<file path="src/rtl/gclk_pkg.sv">
package gclk_pkg;

  // Strobes from the run controller to the divider datapath.
  typedef struct packed {
    logic gateOpen;   // reference cycle passed through to the dividers
    logic syncLoad;   // run accepted: reload every divider with its phase
  } gateStrobe_t;

  // Field positions inside a configuration write.
  localparam int RATIO_LSB = 0;
  localparam int PHASE_LSB = 8;
  localparam int SRC_LSB   = 0;
  localparam int HOLD_LSB  = 4;

endpackage

</file>
<file path="src/rtl/gclk_ctrl.sv">
module gclk_ctrl
  import gclk_pkg::*;
#(
  parameter int CNT_W = 32
) (
  input  logic             clk,
  input  logic             rst_n,
  input  logic             genEnable,
  input  logic             runValid,
  input  logic [CNT_W-1:0] runCount,
  output gateStrobe_t      strobe,
  output logic             runBusy,
  output logic             runDone,
  output logic [CNT_W-1:0] cyclesUsed
);

  logic [CNT_W-1:0] remaining;
  logic [CNT_W-1:0] elapsed;
  logic             busy;
  logic             accept;
  logic             budgetLeft;

  assign accept     = runValid && !busy && genEnable;
  assign budgetLeft = (remaining != '0);

  always_ff @(posedge clk) begin
    if (!rst_n) begin
      busy       <= 1'b0;
      remaining  <= '0;
      elapsed    <= '0;
      runDone    <= 1'b0;
      cyclesUsed <= '0;
    end else begin
      runDone <= 1'b0;
      if (accept) begin
        busy      <= 1'b1;
        remaining <= runCount;
        elapsed   <= '0;
      end else if (busy) begin
        if (!budgetLeft) begin
          busy       <= 1'b0;
          runDone    <= 1'b1;
          cyclesUsed <= elapsed;
        end else begin
          elapsed <= elapsed + CNT_W'(1);
          if (genEnable) begin
            remaining <= remaining - CNT_W'(1);
          end
        end
      end
    end
  end

  always_comb begin
    strobe.gateOpen = busy && budgetLeft && genEnable;
    strobe.syncLoad = accept;
  end

  assign runBusy = busy;

endmodule

</file>
<file path="src/rtl/gclk_divlane.sv">
module gclk_divlane
  import gclk_pkg::*;
#(
  parameter int DIV_W = 7
) (
  input  logic             clk,
  input  logic             rst_n,
  input  gateStrobe_t      strobe,
  input  logic             wrEn,
  input  logic [DIV_W-1:0] wrRatioM1,
  input  logic [DIV_W-1:0] wrPhase,
  output logic             tick
);

  logic [DIV_W-1:0] ratioM1;
  logic [DIV_W-1:0] phase;
  logic [DIV_W-1:0] cnt;
  logic             atZero;

  assign atZero = (cnt == '0);

  always_ff @(posedge clk) begin
    if (!rst_n) begin
      ratioM1 <= '0;
      phase   <= '0;
    end else if (wrEn) begin
      ratioM1 <= wrRatioM1;
      phase   <= (wrPhase > wrRatioM1) ? wrRatioM1 : wrPhase;
    end
  end

  // Down-counter: tick on zero, reload the ratio read at the wrap.
  always_ff @(posedge clk) begin
    if (!rst_n) begin
      cnt <= '0;
    end else if (strobe.syncLoad) begin
      cnt <= phase;
    end else if (strobe.gateOpen) begin
      cnt <= atZero ? ratioM1 : cnt - DIV_W'(1);
    end
  end

  assign tick = strobe.gateOpen && atZero;

endmodule

</file>
<file path="src/rtl/gclk_rstlane.sv">
module gclk_rstlane #(
  parameter int NUM_OUT  = 16,
  parameter int SEL_W    = 4,
  parameter int HOLD_W   = 8,
  parameter int DEF_HOLD = 4
) (
  input  logic               clk,
  input  logic               rst_n,
  input  logic               wrEn,
  input  logic [SEL_W-1:0]   wrSrc,
  input  logic [HOLD_W-1:0]  wrHold,
  input  logic [NUM_OUT-1:0] ticks,
  output logic               rstOut
);

  localparam logic [SEL_W:0] SRC_LIMIT = (SEL_W+1)'(NUM_OUT);

  logic [SEL_W-1:0]  src;
  logic [HOLD_W-1:0] holdCnt;
  logic              srcTick;

  always_comb begin
    srcTick = 1'b0;
    if ({1'b0, src} < SRC_LIMIT) begin
      srcTick = ticks[src];
    end
  end

  always_ff @(posedge clk) begin
    if (!rst_n) begin
      src     <= '0;
      holdCnt <= HOLD_W'(DEF_HOLD);
    end else if (wrEn) begin
      src     <= wrSrc;
      holdCnt <= wrHold;
    end else if (holdCnt != '0 && srcTick) begin
      holdCnt <= holdCnt - HOLD_W'(1);
    end
  end

  assign rstOut = (holdCnt != '0);

endmodule

</file>
<file path="src/rtl/gclk_datapath.sv">
module gclk_datapath
  import gclk_pkg::*;
#(
  parameter int NUM_OUT  = 16,
  parameter int NUM_RST  = 4,
  parameter int DIV_W    = 7,
  parameter int SEL_W    = 4,
  parameter int HOLD_W   = 8,
  parameter int DEF_HOLD = 4,
  parameter int ADDR_W   = 5,
  parameter int CFG_W    = 16
) (
  input  logic               clk,
  input  logic               rst_n,
  input  gateStrobe_t        strobe,
  input  logic               cfgWrEn,
  input  logic [ADDR_W-1:0]  cfgAddr,
  input  logic [CFG_W-1:0]   cfgData,
  output logic [NUM_OUT-1:0] clkEn,
  output logic [NUM_RST-1:0] rstOut
);

  logic unusedCfgBits;
  assign unusedCfgBits = ^cfgData;

  logic [DIV_W-1:0]  fieldRatio;
  logic [DIV_W-1:0]  fieldPhase;
  logic [SEL_W-1:0]  fieldSrc;
  logic [HOLD_W-1:0] fieldHold;

  assign fieldRatio = cfgData[RATIO_LSB +: DIV_W];
  assign fieldPhase = cfgData[PHASE_LSB +: DIV_W];
  assign fieldSrc   = cfgData[SRC_LSB +: SEL_W];
  assign fieldHold  = cfgData[HOLD_LSB +: HOLD_W];

  for (genvar i = 0; i < NUM_OUT; i++) begin : g_div
    logic laneWr;
    assign laneWr = cfgWrEn && (cfgAddr == ADDR_W'(i));
    gclk_divlane #(.DIV_W(DIV_W)) u_lane (
      .clk       (clk),
      .rst_n     (rst_n),
      .strobe    (strobe),
      .wrEn      (laneWr),
      .wrRatioM1 (fieldRatio),
      .wrPhase   (fieldPhase),
      .tick      (clkEn[i])
    );
  end

  for (genvar j = 0; j < NUM_RST; j++) begin : g_rst
    logic laneWr;
    assign laneWr = cfgWrEn && (cfgAddr == ADDR_W'(NUM_OUT + j));
    gclk_rstlane #(
      .NUM_OUT  (NUM_OUT),
      .SEL_W    (SEL_W),
      .HOLD_W   (HOLD_W),
      .DEF_HOLD (DEF_HOLD)
    ) u_lane (
      .clk    (clk),
      .rst_n  (rst_n),
      .wrEn   (laneWr),
      .wrSrc  (fieldSrc),
      .wrHold (fieldHold),
      .ticks  (clkEn),
      .rstOut (rstOut[j])
    );
  end

endmodule

</file>
<file path="src/rtl/gated_clkgen.sv">
module gated_clkgen
  import gclk_pkg::*;
#(
  parameter int NUM_OUT  = 16,
  parameter int NUM_RST  = 4,
  parameter int MAX_DIV  = 128,
  parameter int HOLD_W   = 8,
  parameter int DEF_HOLD = 4,
  parameter int CNT_W    = 32,
  parameter int CFG_W    = 16,
  localparam int DIV_W   = $clog2(MAX_DIV),
  localparam int SEL_W   = $clog2(NUM_OUT),
  localparam int ADDR_W  = $clog2(NUM_OUT + NUM_RST)
) (
  input  logic               clk,
  input  logic               rst_n,
  input  logic               genEnable,
  input  logic               cfgWrEn,
  input  logic [ADDR_W-1:0]  cfgAddr,
  input  logic [CFG_W-1:0]   cfgData,
  input  logic               runValid,
  input  logic [CNT_W-1:0]   runCount,
  output logic               runBusy,
  output logic               runDone,
  output logic [CNT_W-1:0]   cyclesUsed,
  output logic [NUM_OUT-1:0] clkEn,
  output logic [NUM_RST-1:0] rstOut
);

  gateStrobe_t strobe;

  gclk_ctrl #(.CNT_W(CNT_W)) u_ctrl (
    .clk        (clk),
    .rst_n      (rst_n),
    .genEnable  (genEnable),
    .runValid   (runValid),
    .runCount   (runCount),
    .strobe     (strobe),
    .runBusy    (runBusy),
    .runDone    (runDone),
    .cyclesUsed (cyclesUsed)
  );

  gclk_datapath #(
    .NUM_OUT  (NUM_OUT),
    .NUM_RST  (NUM_RST),
    .DIV_W    (DIV_W),
    .SEL_W    (SEL_W),
    .HOLD_W   (HOLD_W),
    .DEF_HOLD (DEF_HOLD),
    .ADDR_W   (ADDR_W),
    .CFG_W    (CFG_W)
  ) u_dp (
    .clk     (clk),
    .rst_n   (rst_n),
    .strobe  (strobe),
    .cfgWrEn (cfgWrEn),
    .cfgAddr (cfgAddr),
    .cfgData (cfgData),
    .clkEn   (clkEn),
    .rstOut  (rstOut)
  );

endmodule

</file>
<file path="config.mk">
export PLATFORM = sky130hd
export DESIGN_NAME = gated_clkgen
export DESIGN_NICKNAME = d
export VERILOG_FILES = /design/src/rtl/gclk_pkg.sv /design/src/rtl/gclk_ctrl.sv /design/src/rtl/gclk_divlane.sv /design/src/rtl/gclk_rstlane.sv /design/src/rtl/gclk_datapath.sv /design/src/rtl/gated_clkgen.sv
export SDC_FILE = /design/constraint.sdc
export NUM_CORES = 1
export LEC_CHECK = 0
export BUFFER_PORTS_ARGS = -buffer_cell sky130_fd_sc_hd__buf_2
export CORE_MARGIN = 5
export CORE_UTILIZATION = 45
export DETAILED_ROUTE_END_ITERATION = 10
export GPL_TIMING_DRIVEN = 0
export PLACE_DENSITY = 0.59
export SLEW_MARGIN = 20
export SYNTH_ARGS = -nofsm -noshare
export SYNTH_HDL_FRONTEND = slang
export SYNTH_SLANG_ARGS = --single-unit
</file>
<file path="constraint.sdc">
create_clock -name clk -period 9.7 [get_ports clk]
set_input_delay 0.97 -clock clk [delete_from_list [all_inputs] [get_ports clk]]
set_output_delay 0.97 -clock clk [all_outputs]
set_load 0.01 [all_outputs]
</file>
==> results.toml, run 1 <==
[layout]
drive_above_1_share_pct = 9.09
utilization_pct = 51.7
seq_area_um2 = 9650
nets = 3028
diodes = 0
syn2layout_area_growth_pct = 14.3
fillers = 4653
multi_input_area_um2 = 11200

[global_routing]
grt_pass1_vias = 20700
grt_use_total_pct = 30.7
grt_antenna_before_repair = 1
grt_pass1_wl_um = 127000
grt_max_degree = 15
grt_remaining_overflow = 0

[synth]
yosysSeqAreaShare_pct = 43.9
ys_async_sr_fraction_pct = 0
synth_flop_cell = "dfxtp_1"
synth_top_area_share_pct = 43.9
syn_area_um2 = 22000
synth.distinct_cells = 72
synth_largest_area_cell = "dfxtp_1"
synth_area_leaders = "dfxtp_1 (44%), a21oi_1 (7.5%), nand2_1 (7.0%), nor2_1 (5.2%), o21ai_0 (5.1%)"
synth_seq_cells = 482
syn_inst = 2773
synth_nets = 2860
yosys_warnings = 0
syn_area_per_cell_um2 = 7.93
synth-edff-count = 0

[clock_network]
cts_tree = "yes"
cts_resized = 0
clkTransAtPathRegs_ns = 0.06
cts_buffer_depth = 3
clk-insertion-delay-late_ns = 0.62
cts_sinks = 482
post-cts-setup-buffers = 0
cts_htree_levels = 2
cts_buffers = 53
root_buffer = "clkbuf_16"
cts-hold-fix-buffers = 0

[sta]
tightest_slew_ns = 1.27
whs_ns = 0.448
fin_skew_ns = 0.0170
max_slew_margin_pct = 15.5
fmax_mhz = 148
rsz0062_at_grt = "no"
final_max_slew_viol_count = 0
hold_violations = 0
setup_viol = 0
setup_tns_ns = 0
final.period_utilization_pct = 69.6
min_period_ns = 6.76

[job]
cap_violations = 0

[hold_path]
min-delay-start = "u_ctrl.cyclesUsed[17]$_SDFFE_PN0P_"
hp-class = "flop to flop"

[route]
vias = 22000
post_drt_wl_per_cell_um = 23.7
drtIter0Drc = 2612
avgViaCountPerCell = 6.09
maxUsedRoutingLayer = "met5"
routed_wl_um = 85500
dr_wl_met2_um = 37500
met3_length_um = 8340
drt-pass1-iter-count = 6
route.detailed.drc = 0
drtAntennaViolNets = 0
wl_met1_um = 35300

[floorplan]
core_area_um2 = 48600
num_rows = 81
initial_core_util_pct = 45.2
die_h_um = 231
dieArea_um2 = 53400
die_x_um = 231
pin_count = 112

[placed_design]
io_buffer_count = 110
dp_hpwl_um = 59500
globalplace.congestion = 0.979

[outcome]
status = "finished, final reports clean"

[pwr]
p_total_w = 0.00482
max-vdd-ir-drop_mv = 0.128
power_density_nw_per_um2 = 192
p_leak_nw = 8.97

[critical_path]
required_ns = 8.73
crit_start = "u_ctrl.remaining[0]$_SDFFE_PN0P_"
arrival_ns = 5.79
critical_path_class = "flop to output port"
rr_startpoint = "u_ctrl.remaining[0]$_SDFFE_PN0P_"
setup.worst_path.start_class = "flop"
end_kind = "output port"
critPathMaxFanout = 10
==> synth_stat cells, drive strengths merged, types with 11 or more instances <==
| library cell | n |
|---|---|
| buf | 34 |
| a221oi | 76 |
| nand2b | 14 |
| nand3 | 51 |
| or3 | 33 |
| nand4 | 27 |
| o21ai | 225 |
| and3 | 13 |
| a31oi | 11 |
| xor2 | 65 |
| nor2 | 307 |
| a21oi | 328 |
| o22ai | 14 |
| ha | 29 |
| a211oi | 83 |
| dfxtp | 482 |
| nor4 | 16 |
| nand2 | 411 |
| mux2i | 21 |
| nor2b | 11 |
| xnor2 | 46 |
| or4 | 17 |
| clkbuf | 192 |
| nor3 | 61 |
| nor3b | 19 |
| inv | 69 |
==> sequential cells by signal, indices dropped and copies added, names as in the netlist <==
signal / cells
u_ctrl.cyclesUsed: 32
u_ctrl.elapsed: 32
u_ctrl.remaining: 32
u_ctrl.runBusy: 1
u_ctrl.runDone: 1
u_dp.g_div.u_lane.cnt: 112
u_dp.g_div.u_lane.phase: 112
u_dp.g_div.u_lane.ratioM1: 112
u_dp.g_rst.u_lane.holdCnt: 32
u_dp.g_rst.u_lane.src: 16
==> layout make-up <==
class                           instances  share of cell area (%)
Clock inverter                         13                   0.483
Inverter                               69                    1.03
Tap cell                              622                    3.10
Timing Repair Buffer                  113                    2.31
Buffer                                226                    3.74
Clock buffer                           82                    6.43
Multi-Input combinational cell       1996                    44.5
Sequential cell                       482                    38.4
==> stage by stage <==
| stage | setup WS (ns) | cells | instance area (um^2) |
|---|---|---|---|
| 2_1_floorplan | 5.66 | 2773 | 22000 |
| 3_3_place_gp | 3.13 | 3505 | 23300 |
| 3_5_place_dp | 3.56 | 3508 | 23400 |
| 4_1_cts | 3.06 | 3603 | 25100 |
| 5_1_grt | 2.90 | 3603 | 25100 |
| 6_report | 2.94 | 3603 | 25100 |
==> critical path, stage by stage, from the launching register on <==
cell	delay [ns]
dfxtp_1	0.31
inv_1	0.10
ha_1	0.19
or3b_2	0.52
or4_1	0.43
clkbuf_1	0.23
o31ai_1	0.67
buf_2	0.48
clkbuf_1	0.74
buf_2	0.46
buf_2	0.57
nor2_1	0.16
buf_4	0.16
buf_2	0.13
==> kinds of logic (layout without fill, tap and decap cells) <==
| group | Yosys count | count (layout) | share of synthesized area, % |
|---|---|---|---|
| buffers and inverters | 295 | 503 | 5.42 |
| adders and majority gates | 29 | 29 | 1.65 |
| DFF | 482 | 482 | 43.9 |
| and+or+nand+nor | 1024 | 1024 | 21.0 |
| muxes | 32 | 32 | 1.89 |
| xor gates and xnor gates | 111 | 111 | 4.42 |
| AOI/OAI and AO/OA | 800 | 800 | 21.7 |
==> report_power, final <==
group	internal (W)	leakage [nW]	switching, W
combinational	0.000212	4.21	0.000489
clock	0.00117	0.857	0.000866
sequential	0.00203	3.90	0.0000485
total	0.00342	8.97	0.00140
==> worst paths after layout <==
| check | to | slack [ns] | depth (start not counted) |
|---|---|---|---|
| max | clkEn[8] | 2.94 | 13 |
| min | u_ctrl.cyclesUsed[17]$_SDFFE_PN0P_ | 0.45 | 2 |
| max reg2reg | u_dp.g_div[5].u_lane.cnt[1]$_SDFFE_PN0P_ | 4.48 | 9 |
| min reg2reg | u_ctrl.cyclesUsed[17]$_SDFFE_PN0P_ | 0.45 | 2 |
==> placed cells by master (no fill, tap or decap), drive strengths merged, types with 65 or more instances in the layout <==
cell / count
o21ai: 225
buf: 147
nand2: 411
nor2: 307
a211oi: 83
a221oi: 76
a21oi: 328
dfxtp: 482
clkbuf: 274
xor2: 65
inv: 70
==> per-layer routing <==
layer	vias to the layer above	GRT usage, %
met1	10500	41.0
met3	230	6.33
met4	2	13.6
met5	-	0
met2	1108	48.2
li1	10100	-
(Power assumes the default switching activity.)
==> run 2, diff against run 1 <==
clock period = 6.3 ns   (was 9.7 ns; I/O delays follow)
==> run 2 against run 1 <==
Against the previous run: sequential cell count did not move; combinational power rose by 54%; final cell count barely moved; wire length barely moved; critical path depth fell by 1; global-route usage did not move; clock skew rose by 0.0031 ns; non-clock buffer count fell by 1; count of clock-buffer cells in the layout did not move; sequential power rose by 54%; utilization barely moved; via count barely moved; largest power group unchanged; highest routed layer unchanged.
==> results.toml, run 2 (synthesized netlist as in run 1, its figures left out) <==
[pwr]
switching_power_w = 0.00217
power.share.clock_pct = 42.3
p_leak_nw = 8.97
power_density_nw_per_um2 = 295
max-vdd-ir-drop_mv = 0.195
power.share.sequential_pct = 43.2
p_comb_share_pct = 14.5
swShare_pct = 29.2
intPower_w = 0.00526

[layout]
drive_above_1_share_pct = 9.09
layout_commonest_cell = "dfxtp_1"
design_area_um2 = 25100
diodes = 0
nets = 3027
fillers = 4654
most-common-layout-cells = "dfxtp_1 (482), nand2_1 (410), a21oi_1 (328)"
biggestRegsByFlops = "u_dp.g_div.u_lane.cnt: 112 flops, u_dp.g_div.u_lane.phase: 112 flops, u_dp.g_div.u_lane.ratioM1: 112 flops"
syn2layout_area_growth_pct = 14.3

[hold_path]
hp-class = "input pin to flop"
min-delay-start = "runCount[31]"

[route]
route.detailed.drc = 0
drtIter0Drc = 2662
avgViaCountPerCell = 6.09
post_drt_wl_per_cell_um = 23.7
drt-pass1-iter-count = 6
drtAntennaViolNets = 0
routed_wl_um = 85500
vias = 21900

[clock_network]
root_buffer = "clkbuf_16"
cts_sinks = 482
cts_htree_levels = 2
clk-insertion-delay-late_ns = 0.62
cts_buffers = 53
cts-hold-fix-buffers = 0
cts_tree = "yes"
clkTransAtPathRegs_ns = 0.06
cts_buffer_depth = 3

[global_routing]
grt_pass1_wl_um = 127000
grt_antenna_before_repair = 1
grt_use_total_pct = 30.7
grt_pass1_vias = 20700
grt_remaining_overflow = 0
grt_max_degree = 15

[sta]
setup_tns_ns = 0
final.period_utilization_pct = 91.6
fmax_mhz = 173
hold_violations = 0
whs_ns = 0.274
tightest_slew_ns = 1.22
final_max_slew_viol_count = 0
max_slew_margin_pct = 18.9
setup_viol = 0
min_period_ns = 5.77
rsz0062_at_grt = "no"
fin_skew_ns = 0.0201

[placed_design]
io_buffer_count = 110
dp_hpwl_um = 59500
placed_area_um2 = 23400
globalplace.congestion = 0.979

[critical_path]
arrival_ns = 5.14
rr_startpoint = "u_ctrl.remaining[0]$_SDFFE_PN0P_"
end_kind = "output port"
crit_start = "u_ctrl.remaining[0]$_SDFFE_PN0P_"
critPathMaxFanout = 19
setup.worst_path.start_class = "flop"
critical_path_class = "flop to output port"
required_ns = 5.67

[floorplan]
dieArea_um2 = 53400
pin_count = 112
die_x_um = 231
core_area_um2 = 48600
die_h_um = 231
initial_core_util_pct = 45.2
num_rows = 81

[job]
cap_violations = 0

[outcome]
status = "finished, final reports clean"
==> run 2: changes by cell type in the layout (fill, tap and decap cells not counted) <==
cell,delta
clkbuf_1,-1
==> run 2: worst max-delay path, cell delays in order, from the launching register on <==
cell and delay (ns):
dfxtp_1 0.31, inv_1 0.10, ha_1 0.19, or3b_2 0.52, or4_1 0.43, clkbuf_1 0.24, o31ai_1 0.65, buf_2 0.62
buf_2 0.45, buf_2 0.56, nor2_1 0.16, buf_4 0.16, buf_2 0.13
==> run 2: through the flow <==
step / util, % / instances / power (W) / worst slack [ns]
3_5_place_dp: 48.1 / 3508 / 0.00431 / 0.503
4_1_cts: 51.7 / 3603 / 0.00741 / 0.00217
5_1_grt: 51.7 / 3602 / 0.00766 / 0.430
6_report: 51.7 / 3602 / 0.00743 / 0.528
3_3_place_gp: 48.0 / 3505 / 0.00429 / 0.0713
2_1_floorplan: - / 2773 / 0.00391 / 2.60
==> run 2: final cells by class <==
class,instances,area [um^2],share of cell area [%]
Timing Repair Buffer,113,581,2.31
Sequential cell,482,9650,38.4
Buffer,225,937,3.73
Clock inverter,13,121,0.483
Inverter,69,259,1.03
Clock buffer,82,1620,6.43
Multi-Input combinational cell,1996,11200,44.5
Tap cell,622,778,3.10
==> run 2: worst paths after layout <==
path	slack (ns)	end	depth (start not counted)
worst max-delay path	0.53	clkEn[8]	12
worst min-delay path	0.27	u_ctrl.remaining[31]$_SDFFE_PN0P_	3
worst max register to register	1.12	u_dp.g_div[3].u_lane.cnt[0]$_SDFFE_PN0P_	9
worst min register to register	0.45	u_ctrl.cyclesUsed[17]$_SDFFE_PN0P_	2
==> run 2: routing by layer <==
metal / GRT usage [%] / routed length [um] / up-vias
met4: 13.6 / 4190 / 2
met5: 0 / 13 / -
li1: - / - / 10100
met3: 6.33 / 8020 / 223
met1: 41.0 / 35500 / 10500
met2: 48.2 / 37700 / 1133
==> run 2: timing repair <==
action	in CTS	in global routing
setup endpoints to repair	0	10
resized for setup	0	0
buffers inserted	0	0
==> run 2: power groups by stage <==
stage,clock network [W],logic (W),registers (W)
finish,0.00314,0.00108,0.00321
floorplan,0,0.000656,0.00325
CTS,0.00316,0.00105,0.00320
global route,0.00329,0.00115,0.00321
detailed placement,0,0.00104,0.00327
global placement,0,0.00103,0.00327
